===== config.mk =====
export PLATFORM = sky130hd
export DESIGN_NAME = cmp_match_unit
export DESIGN_NICKNAME = d
export VERILOG_FILES = /design/src/rtl/cmu_pkg.sv /design/src/rtl/cmu_match_detect.sv /design/src/rtl/cmu_pin_latch.sv /design/src/rtl/cmu_irq_flag.sv /design/src/rtl/cmp_match_unit.sv
export SDC_FILE = /design/constraint.sdc
export NUM_CORES = 1
export LEC_CHECK = 0
export BUFFER_PORTS_ARGS = -buffer_cell sky130_fd_sc_hd__buf_4
export CELL_PAD_IN_SITES_DETAIL_PLACEMENT = 1
export CELL_PAD_IN_SITES_GLOBAL_PLACEMENT = 1
export CORE_ASPECT_RATIO = 1.1
export CORE_UTILIZATION = 23
export CTS_CLUSTER_DIAMETER = 80
export DETAILED_ROUTE_END_ITERATION = 7
export PLACE_DENSITY = 0.8
export SETUP_SLACK_MARGIN = 0.4
export SYNTH_ARGS = -nofsm -noshare
export SYNTH_HDL_FRONTEND = slang
export SYNTH_HIERARCHICAL = 1
export SYNTH_SLANG_ARGS = --single-unit

===== constraint.sdc =====
create_clock -name clk -period 3.8 [get_ports clk]
set_input_delay 0.19 -clock clk [delete_from_list [all_inputs] [get_ports clk]]
set_output_delay 0.19 -clock clk [all_outputs]
set_load 0.03 [all_outputs]

===== src/rtl/cmu_pkg.sv =====
package cmu_pkg;

    localparam int CMU_MODE_W = 4;

    localparam logic [CMU_MODE_W-1:0] MD_OFF  = 4'b0000;
    localparam logic [CMU_MODE_W-1:0] MD_SET  = 4'b1000;
    localparam logic [CMU_MODE_W-1:0] MD_CLR  = 4'b1001;
    localparam logic [CMU_MODE_W-1:0] MD_SWI  = 4'b1010;
    localparam logic [CMU_MODE_W-1:0] MD_TRIG = 4'b1011;

    typedef struct packed {
        logic hit;
        logic drive_hi;
        logic drive_lo;
        logic trig;
    } cmu_evt_t;

    // compare logic runs only for the 4'b10xx group
    function automatic logic mode_active(input logic [CMU_MODE_W-1:0] m);
        return m[3:2] == 2'b10;
    endfunction

    function automatic cmu_evt_t decode_evt(input logic [CMU_MODE_W-1:0] m,
                                            input logic hit);
        cmu_evt_t e;
        e.hit      = hit;
        e.drive_hi = hit && (m == MD_SET);
        e.drive_lo = hit && (m == MD_CLR);
        e.trig     = hit && (m == MD_TRIG);
        return e;
    endfunction

endpackage


===== src/rtl/cmu_match_detect.sv =====
module cmu_match_detect #(
    parameter int TW = 16
) (
    input  logic          clk,
    input  logic          rst,
    input  logic          active,
    input  logic [TW-1:0] cmp,
    input  logic [TW-1:0] tmr,
    output logic          hit
);
    logic eq_now;
    logic eq_prev_q;

    assign eq_now = active && (cmp == tmr);
    assign hit    = eq_now && !eq_prev_q;

    always_ff @(posedge clk) begin
        if (rst) eq_prev_q <= 1'b0;
        else     eq_prev_q <= eq_now;
    end

    // a held equality gives only its first cycle as an event
    a_r7_single_hit: assert property (@(posedge clk) disable iff (rst)
        hit |=> !hit);
endmodule


===== src/rtl/cmu_pin_latch.sv =====
module cmu_pin_latch
    import cmu_pkg::*;
(
    input  logic     clk,
    input  logic     rst,
    input  logic     mode_off,
    input  cmu_evt_t evt,
    output logic     latch_q
);
    always_ff @(posedge clk) begin
        if (rst)               latch_q <= 1'b0;
        else if (mode_off)     latch_q <= 1'b0;
        else if (evt.drive_hi) latch_q <= 1'b1;
        else if (evt.drive_lo) latch_q <= 1'b0;
    end

    a_r8_off_forces_low: assert property (@(posedge clk) disable iff (rst)
        mode_off |=> !latch_q);
    a_r2_set_high: assert property (@(posedge clk) disable iff (rst)
        evt.drive_hi |=> latch_q);
    a_r4_keep_latch: assert property (@(posedge clk) disable iff (rst)
        (evt.hit && !evt.drive_hi && !evt.drive_lo && !mode_off) |=> $stable(latch_q));
endmodule


===== src/rtl/cmu_irq_flag.sv =====
module cmu_irq_flag (
    input  logic clk,
    input  logic rst,
    input  logic set,
    input  logic clr,
    output logic flag_q
);
    always_ff @(posedge clk) begin
        if (rst)      flag_q <= 1'b0;
        else if (set) flag_q <= 1'b1;
        else if (clr) flag_q <= 1'b0;
    end

    a_r5_set_on_hit: assert property (@(posedge clk) disable iff (rst)
        set |=> flag_q);
    a_r5_sticky: assert property (@(posedge clk) disable iff (rst)
        (flag_q && !clr) |=> flag_q);
endmodule


===== src/rtl/cmp_match_unit.sv =====
module cmp_match_unit
    import cmu_pkg::*;
#(
    parameter int TW = 16
) (
    input  logic                  clk,
    input  logic                  rst,
    input  logic [CMU_MODE_W-1:0] mode_i,
    input  logic [TW-1:0]         cmp_val_i,
    input  logic [TW-1:0]         timer_i,
    input  logic                  conv_en_i,
    input  logic                  flag_clr_i,
    input  logic                  dir_out_i,
    output logic                  pin_o,
    output logic                  oe_o,
    output logic                  timer_clr_o,
    output logic                  conv_start_o,
    output logic                  match_flag_o
);
    logic     hit;
    logic     latch_q;
    cmu_evt_t evt;

    cmu_match_detect #(.TW(TW)) u_det (
        .clk    (clk),
        .rst    (rst),
        .active (mode_active(mode_i)),
        .cmp    (cmp_val_i),
        .tmr    (timer_i),
        .hit    (hit)
    );

    assign evt = decode_evt(mode_i, hit);

    cmu_pin_latch u_latch (
        .clk      (clk),
        .rst      (rst),
        .mode_off (mode_i == MD_OFF),
        .evt      (evt),
        .latch_q  (latch_q)
    );

    cmu_irq_flag u_flag (
        .clk    (clk),
        .rst    (rst),
        .set    (evt.hit),
        .clr    (flag_clr_i),
        .flag_q (match_flag_o)
    );

    always_ff @(posedge clk) begin
        if (rst) begin
            timer_clr_o  <= 1'b0;
            conv_start_o <= 1'b0;
        end else begin
            timer_clr_o  <= evt.trig;
            conv_start_o <= evt.trig && conv_en_i;
        end
    end

    assign oe_o  = dir_out_i;
    assign pin_o = dir_out_i && latch_q;

    a_r6_clr_one_cycle: assert property (@(posedge clk) disable iff (rst)
        timer_clr_o |=> !timer_clr_o);
    a_r6_start_with_clr: assert property (@(posedge clk) disable iff (rst)
        conv_start_o |-> timer_clr_o);
    a_r11_trig_only: assert property (@(posedge clk) disable iff (rst)
        timer_clr_o |-> $past(mode_i) == MD_TRIG);
    a_r9_pin_gated: assert property (@(posedge clk) disable iff (rst)
        !oe_o |-> !pin_o);
endmodule


# == Word-level counts from Yosys, hierarchy flattened ==
# Index checks and enable logic that the tools add are counted.
# word_totals
ff_bits,5
in_bits,41
out_inout_bits,5
elab_cells,26
# classes
n_eq_ne,5
muxes,4
n_reduce_logical,12
# op_table
operator,n
$eq A16 B16 Y1,1
$eq A4 B4 Y1 const B,3
$logic_and A1 B1 Y1,7
$logic_not A4 Y1,1
$mux W1,4
$reduce_bool A2 Y1,2
$eq A2 B2 Y1 const B,1
$reduce_or A2 Y1,1
$logic_not A1 Y1,1

# == Longest topological paths before layout ==
# logic_depth
depth_word,6
ltp_mapped,8
mapped_depth_nobuf,8

# == Hierarchy ==
# The synthesis kept the hierarchy.
# by_module_without_submodules
module,instances,cells_per_inst,area_per_inst_um2,seq_area_each_um2
cmu_match_detect,1,27,220.2,20.0
cmp_match_unit,1,15,137.6,40.0
cmu_pin_latch,1,4,45.0,20.0
cmu_irq_flag,1,4,38.8,20.0

# == Worst setup path after synthesis ==
# Ideal clock, no wire load.
# synth_path
path_kind,input-to-reg
startpoint,input port timer_i[13]
endpoint,register u_latch.latch_q
setup_time_ps,115
arrival_ps,1934
required_time_ps,3685
path_slack_ps,1752
stages,8
path_buffers,0
cell_sequence,xor2_1 > a2111oi_2 > o2111ai_1 > nor4_1 > nand4b_4 > nor2_1 > nor2b_4 > o21a_1
# synth_rtl
element,line,rtl
"start, declared",cmp_match_unit.sv:10,"input logic [TW-1:0] timer_i,"
"end signal, assigned",cmu_pin_latch.sv:11,if (rst) latch_q <= 1'b0;
"end signal, assigned",cmu_pin_latch.sv:12,else if (mode_off) latch_q <= 1'b0;
"end signal, assigned",cmu_pin_latch.sv:13,else if (evt.drive_hi) latch_q <= 1'b1;
"end, declared",cmu_pin_latch.sv:8,output logic latch_q

==> flow_summary.yaml <==
pwr:
  clkPwrFrac_pct: 36.2
  powerDensity_nw_per_um2: 215.9
  leakagePower_nw: 0.4032
  combPwrFrac_pct: 34.0
  ir_drop_mv: 0.08652
  power_frac_seq_pct: 29.8
  swShare_pct: 25.63
  power_switching_w: 0.00004520
  p_int_w: 0.0001312
timing:
  skew_ns: 0.004026
  fmax_ghz: 0.4763
  finalSetupViolations: 0
  worstMarginPinSlew_ns: 0.6753
  period_share_pct: 55.25
  rsz0062_at_grt: "false"
  setup_tns_ns: 0
  relSlewSlack_pct: 54.57
  report.final.slew_viol_count: 0
  fin_crit_ns: 2.100
  hold_viol: 0
worst_setup_path:
  path_class: "in -> reg"
  crit_path_max_fanout: 3
  crit_family: "simple AND/OR/NAND/NOR gates"
  path_buf_inv: 1
  endpoint_kind: "flop"
  critical-path-slowest-cell: "nor4_1"
  cp.required_ns: 3.94
  path_cells: "buf_4, xor2_1, a2111oi_2, o2111ai_1, nor4_1, nand4b_4, nor2_1, nor2b_4, o21a_1"
  start_kind: "input pin"
  arrival_ns: 2.24
  regToRegStartpoint: "u_det/eq_prev_q"
  critPathMaxStageDelay_ns: 0.64
  crit_start: "timer_i[13]"
cells_and_area:
  diodes: 0
  final_common_cell: "buf_4"
  fillers: 218
  drive_gt1_share_pct: 55.67
  layout_common_cells: "buf_4 (45), xnor2_1 (7), xor2_1 (6)"
  fin_area_um2: 817.0
  layout.nets: 139
  final_util_pct: 45.86
  seq_area_um2: 100.1
  multi_input_area_um2: 311.5
  area_delta_synth_final_pct: 86.57
placed_design:
  placed_cell_area_um2: 790.8
  gp_congestion: 0.6006
  io_buffer_count: 45
  hpwlAfterDp_um: 1134
routing:
  drtIter0Drc: 4
  final_antenna_net_count: 0
  vias: 550
  dr.pass1.iters: 5
  viasPerCell: 4.783
  wl_per_cell_um: 10.96
  wirelength_um: 1260
  route.detailed.drc: 2
clock_network:
  cts_tree: "built"
  cts_buffers: 3
  cts_hold_buf: 0
  cts_setup_buffers: 0
  htree_levels: 1
  ctsResizeCount: 0
  cts_sinks: 5
  worstSkewPairLatency_ns: 0.25
  clk_pin_slew_worst_paths_ns: 0.05
  cts-root-buf: "clkbuf_4"
  clk_path_buf_depth: 2
logic_synthesis:
  synthCells: 49
  synth_area_um2: 437.9
  yosys_warnings: 6
  syn_nets: 90
  synth_area_per_cell_um2: 8.937
global_route:
  grt_pass1_wl_um: 1821
  grt_usage_pct: 13.08
  grt_pass1_vias: 517
  grt_overflow: 0
  grt_max_degree: 6
  antenna_found_initial: 0
worst_hold_path:
  hp-class: "in -> reg"
  hp-start: "rst"
floorplanning:
  start_util_pct: 24.58
  die_h_um: 47.77
  num_rows: 16
  boundaryPins: 46
  core_um2: 1782
  die_w_um: 43.61
  dieArea_um2: 2083
run_status:
  status: "finished with violations"
  violations: "design-rule violations"
run:
  cap_violations: 0
[final cells by class]
class | instances | share of cell area, %
Multi-Input combinational cell | 38 | 38.13
Sequential cell | 5 | 12.25
Tap cell | 18 | 2.757
Timing Repair Buffer | 45 | 41.35
Inverter | 5 | 2.297
Clock buffer | 4 | 3.216
[path summary, 6_finish.rpt]
| kind | cells past startpoint | slack [ns] | end |
|---|---|---|---|
| max | 9 | 1.70 | u_latch/latch_q |
| min | 2 | 0.14 | u_flag/flag_q |
| max reg2reg | 5 | 2.17 | u_latch/latch_q |
| min reg2reg | 2 | 0.48 | u_flag/flag_q |
[sequential cells by signal (all words and copies together), names as in the netlist]
| register | cells |
|---|---|
| u_det/eq_prev_q | 1 |
| u_flag/flag_q | 1 |
| u_latch/latch_q | 1 |
| timer_clr_o | 1 |
| conv_start_o | 1 |
[metal layers]
layer,share of wire [%],global-route usage (%)
met5,0,0
met4,5.4,16.88
met3,9.2,4.528
met2,55,23.88
met1,30,9.865
[through the flow]
| stage | std cells | hold WS (ns) | worst slack, ns | total power [W] |
|---|---|---|---|---|
| finish | 115 | 0.1376 | 1.700 | 0.0001764 |
| global route | 115 | 0.1360 | 1.575 | 0.0001866 |
| CTS | 115 | 0.1262 | 1.719 | 0.0001816 |
| detailed placement | 111 | 0.3963 | 1.454 | 0.0001143 |
| global placement | 111 | 0.3968 | 1.516 | 0.0001122 |
| floorplan | 49 | 0.2524 | 1.766 | 0.00007386 |
[power by group through the flow]
stage                      clock, W  combinational, W  sequential (W)
after floorplan                   0         0.0000203       0.0000536
after global placement            0         0.0000586       0.0000536
after detailed placement          0         0.0000607       0.0000536
after CTS                 0.0000682         0.0000608       0.0000526
after global routing      0.0000698         0.0000644       0.0000525
final                     0.0000638         0.0000599       0.0000526
No activity file was read; power rests on OpenSTA's default activity.
